--- src/rtl/adc_chsel_pkg.sv ---
package adc_chsel_pkg;

    localparam int REG_W  = 8;
    localparam int REF_W  = 2;
    localparam int CHAN_W = 5;
    localparam int RES_W  = 10;
    localparam int VIEW_W = 16;
    localparam int PAD_W  = VIEW_W - RES_W;

    typedef enum logic [REF_W-1:0] {
        REF_EXT_PIN  = 2'b00,
        REF_SUPPLY   = 2'b01,
        REF_INT_1V1  = 2'b10,
        REF_INT_2V56 = 2'b11
    } ref_code_t;

    typedef struct packed {
        ref_code_t         ref_sel;
        logic              left_adj;
        logic [CHAN_W-1:0] chan_sel;
    } ctrl_t;

    typedef struct packed {
        ref_code_t         ref_sel;
        logic [CHAN_W-1:0] chan_sel;
    } applied_t;

    localparam ctrl_t    CTRL_RESET    = '{ref_sel: REF_EXT_PIN, left_adj: 1'b0, chan_sel: '0};
    localparam applied_t APPLIED_RESET = '{ref_sel: REF_EXT_PIN, chan_sel: '0};

    function automatic ctrl_t unpack_ctrl(input logic [REG_W-1:0] raw);
        ctrl_t c;
        c = ctrl_t'(raw);
        return c;
    endfunction

    function automatic applied_t take_applied(input ctrl_t c);
        applied_t a;
        a.ref_sel  = c.ref_sel;
        a.chan_sel = c.chan_sel;
        return a;
    endfunction

    function automatic logic [VIEW_W-1:0] align_result(input logic [RES_W-1:0] res,
                                                       input logic left);
        logic [VIEW_W-1:0] v;
        if (left) v = {res, {PAD_W{1'b0}}};
        else      v = {{PAD_W{1'b0}}, res};
        return v;
    endfunction

endpackage

--- src/rtl/adc_chsel_visible.sv ---
module adc_chsel_visible
    import adc_chsel_pkg::*;
(
    input  logic             clk,
    input  logic             rst,
    input  logic             wr_en,
    input  logic [REG_W-1:0] wr_data,
    output ctrl_t            cur_q,
    output ctrl_t            cur_next
);
    always_comb begin
        cur_next = cur_q;
        if (wr_en) cur_next = unpack_ctrl(wr_data);
    end

    always_ff @(posedge clk) begin
        if (rst) cur_q <= CTRL_RESET;
        else     cur_q <= cur_next;
    end
endmodule

--- src/rtl/adc_chsel_defer.sv ---
module adc_chsel_defer
    import adc_chsel_pkg::*;
(
    input  logic     clk,
    input  logic     rst,
    input  logic     conv_busy,
    input  logic     conv_done,
    input  ctrl_t    cur_next,
    output applied_t applied_q
);
    logic apply_now;

    // Track the visible value whenever no conversion is open, or at its final cycle.
    assign apply_now = !conv_busy || conv_done;

    always_ff @(posedge clk) begin
        if (rst)            applied_q <= APPLIED_RESET;
        else if (apply_now) applied_q <= take_applied(cur_next);
    end
endmodule

--- src/rtl/adc_chsel_format.sv ---
module adc_chsel_format
    import adc_chsel_pkg::*;
(
    input  logic [RES_W-1:0]  raw_result,
    input  logic              left_adj,
    output logic [VIEW_W-1:0] data_view
);
    always_comb data_view = align_result(raw_result, left_adj);
endmodule

--- src/rtl/adc_chsel_reg.sv ---
module adc_chsel_reg
    import adc_chsel_pkg::*;
(
    input  logic              clk,
    input  logic              rst,
    input  logic              wr_en,
    input  logic [REG_W-1:0]  wr_data,
    output logic [REG_W-1:0]  rd_data,
    input  logic              conv_busy,
    input  logic              conv_done,
    input  logic [RES_W-1:0]  raw_result,
    output logic [REF_W-1:0]  eff_ref,
    output logic [CHAN_W-1:0] eff_chan,
    output logic [VIEW_W-1:0] data_view
);
    ctrl_t    cur_q;
    ctrl_t    cur_next;
    applied_t applied_q;

    adc_chsel_visible u_vis (
        .clk      (clk),
        .rst      (rst),
        .wr_en    (wr_en),
        .wr_data  (wr_data),
        .cur_q    (cur_q),
        .cur_next (cur_next)
    );

    adc_chsel_defer u_def (
        .clk       (clk),
        .rst       (rst),
        .conv_busy (conv_busy),
        .conv_done (conv_done),
        .cur_next  (cur_next),
        .applied_q (applied_q)
    );

    adc_chsel_format u_fmt (
        .raw_result (raw_result),
        .left_adj   (cur_q.left_adj),
        .data_view  (data_view)
    );

    assign rd_data  = cur_q;
    assign eff_ref  = applied_q.ref_sel;
    assign eff_chan = applied_q.chan_sel;
endmodule

--- config.mk ---
export PLATFORM = sky130hd
export DESIGN_NAME = adc_chsel_reg
export DESIGN_NICKNAME = d
export VERILOG_FILES = /design/src/rtl/adc_chsel_pkg.sv /design/src/rtl/adc_chsel_visible.sv /design/src/rtl/adc_chsel_defer.sv /design/src/rtl/adc_chsel_format.sv /design/src/rtl/adc_chsel_reg.sv
export SDC_FILE = /design/constraint.sdc
export NUM_CORES = 1
export LEC_CHECK = 0
export BUFFER_PORTS_ARGS = -buffer_cell sky130_fd_sc_hd__buf_2
export CORE_MARGIN = 3
export CORE_UTILIZATION = 35
export DETAILED_ROUTE_END_ITERATION = 12
export PLACE_DENSITY_LB_ADDON = 0.15
export REMOVE_ABC_BUFFERS = 1
export SYNTH_ARGS = -nofsm -noshare
export SYNTH_HDL_FRONTEND = slang
export SYNTH_SLANG_ARGS = --single-unit
export TNS_END_PERCENT = 5
--- constraint.sdc ---
create_clock -name clk -period 1.4 [get_ports clk]
set_clock_uncertainty 0.15 [all_clocks]
set_input_delay 0.21 -clock clk [delete_from_list [all_inputs] [get_ports clk]]
set_output_delay 0.21 -clock clk [all_outputs]
set_load 0.005 [all_outputs]
==> impl_metrics.tcl <==
set metrics [dict create \
    run_status "complete, but fails checks" \
    violations "negative setup slack" \
    avgSynthCellArea_um2 10.21 \
    grt_overflow 0 \
    synth_top_cell_by_area "dfxtp_1" \
    vias_per_cell 4.514 \
    layout-drive-gt1-share 0.5372 \
    async_reset_ff_frac 0 \
    final_nets 145 \
    setup_viol 8 \
    synth_common_cells "dfxtp_1, mux2i_1, nor2_1" \
    htree_levels 1 \
    tns_ps -362.4 \
    firstDrtPassIters 3 \
    route.detailed.drc 0 \
    gp_congestion 0.6612 \
    timing.rr.end "u_vis.cur_q[5]" \
    fin_total_pwr_w 0.0009264 \
    worstHoldStart "wr_data[5]" \
    r2r_start "u_vis.cur_q[5]" \
    synth_top_area_share 0.4324 \
    ir_drop_v 0.0007271 \
    initial_core_util 0.3854 \
    end_kind "output pin" \
    grt_pass1_vias 582 \
    critPathLaunchType "flop" \
    r2r_cells 3 \
    grt_use_total 0.1397 \
    grt_pass1_wl_mm 2.691 \
    dp_hpwl_mm 1.296 \
    hold_violations 0 \
    antenna_cells 0 \
    num_vias 659 \
    holdPathEnd "u_vis.cur_q[5]" \
    cts_tree "done" \
    wl_per_cell_um 12.06 \
    wirelength_mm 1.761 \
    ys_ff_latch 15 \
    clock_sinks 15 \
    whs_ps 34.41 \
    cp.required_ps 1040 \
    period_share 1.055 \
    path_class "reg2out" \
    min_path_cells 3 \
    clock.fmax_ghz 0.6770 \
    core_mm2 0.001802 \
    yosysMostFrequentCell "dfxtp_1" \
    drtAntennaViolNets 0 \
    netlist_top_cells_area "dfxtp_1, mux2i_1, a211oi_1, nor3b_1, mux2_2" \
    fillers 186 \
    setup_slack_ps -77.10 \
    max-cap-violations 0 \
    synth-edff-count 0 \
    rrSetupSlack_ps 420 \
    syn_inst 68 \
    cp_max_fo 6 \
    hold_path.class "in2reg" \
    placed_area_um2 953.4 \
    period_minus_slack_ps 1477 \
    dp_cells 141 \
    chipHeight_um 50.54 \
    design_area_mm2 0.001044 \
    io_pins 54 \
    grt_antenna_before_repair 0 \
    yosys_most_used_dff "dfxtp_1" \
    powerDensity_mw_per_mm2 887.8 \
    grt_max_degree 16 \
    area_delta_synth_final_pct 50.27 \
    first_iter_violations 5 \
    cellLeakagePower_nw 0.5472 \
    layout.cells.non_filler 146 \
    die_width_um 50.54 \
    clk_pin_slew_ps 80 \
    yosysWarnings 0 \
    dieArea_mm2 0.002554 \
    finalMaxSlewViolations 0 \
    clockBufferDepth 2 \
    yosysUniqueCellTypes 12 \
    yosysSeqAreaShare 0.4324 \
    tightest_slew_ps 272.0 \
    timing.max_slew.rel_slack 0.8186 \
    port_buffers 53 \
    hold_buffers 0 \
    clock_latency_ps 280 \
    row_count 15 \
    crit_arrival_ps 1120 \
    synthesis.area_um2 694.4 \
    rsz0062_at_grt "true" \
    cts-root-buf "clkbuf_4" \
    cts_buffers 3 \
]
## logic make-up after synthesis
| family | share of synthesized area |
|---|---|
| simple gates | 0.2469 |
| buf+inv | 0.06486 |
| mux | 0.1802 |
| flops | 0.4324 |
| compound gates | 0.07568 |
## layer usage
layer	global-route usage	vias up	wire [µm]
met2	0.2348	32	831
met3	0.06231	2	160
li1	-	338	-
met4	0.01345	0	9
met5	0	-	0
met1	0.1697	287	759
## how the worst max path moves through the flow
stage	start	to	slack [ps]	cells past startpoint
2_1_floorplan	u_vis.cur_q[5]	data_view[6]	90	1
3_3_place_gp	u_vis.cur_q[5]	data_view[7]	60	2
3_5_place_dp	u_vis.cur_q[5]	data_view[7]	40	2
4_1_cts	u_vis.cur_q[5]	data_view[6]	-90	2
5_1_grt	u_vis.cur_q[5]	data_view[9]	-130	2
6_report	u_vis.cur_q[5]	data_view[9]	-80	2
## cell type report
cell class	instances	area [µm²]	share of cell area
well taps	25	31.28	0.02998
multi-input cells	47	366.6	0.3513
clock buffers	4	26.28	0.02518
flip-flops and latches	15	304.0	0.2914
repair buffers	55	315.3	0.3022
## per-stage QoR
stage,worst slack [ps],utilization
floorplan,93.85,-
global placement,56.52,0.5292
detailed placement,39.47,0.5292
CTS,-93.81,0.5590
global route,-129.0,0.5792
finish,-77.10,0.5792
## critical path, stage by stage (launching register included)
cell and delay [ps]:
dfxtp_4 410, mux2_4 320, buf_6 120
## cell usage in the layout (no fill, tap or decap), drive strengths merged
cell type and count:
clkbuf 4, and2 6, buf 55, nand2b 1
nor2b 6, mux2 4, a211oi 7, nor3b 7
dfxtp 15, mux2i 8, nor2 8
## flip-flops by register name (all words and copies together) (netlist names)
| register | flops |
|---|---|
| u_vis.cur_q | 8 |
| u_def.applied_q | 7 |
## timing repair
action | CTS | global route
setup endpoints to repair | 14 | 16
buffers inserted | 2 | 0
resized for setup | 8 | 7
## where the power goes
| group | switching, W | total (W) | internal, W |
|---|---|---|---|
| clock | 0.000130 | 0.000241 | 0.000110 |
| sequential | 0.0000164 | 0.000471 | 0.000455 |
| combinational | 0.0000894 | 0.000214 | 0.000125 |
(Power assumes the default switching activity.)
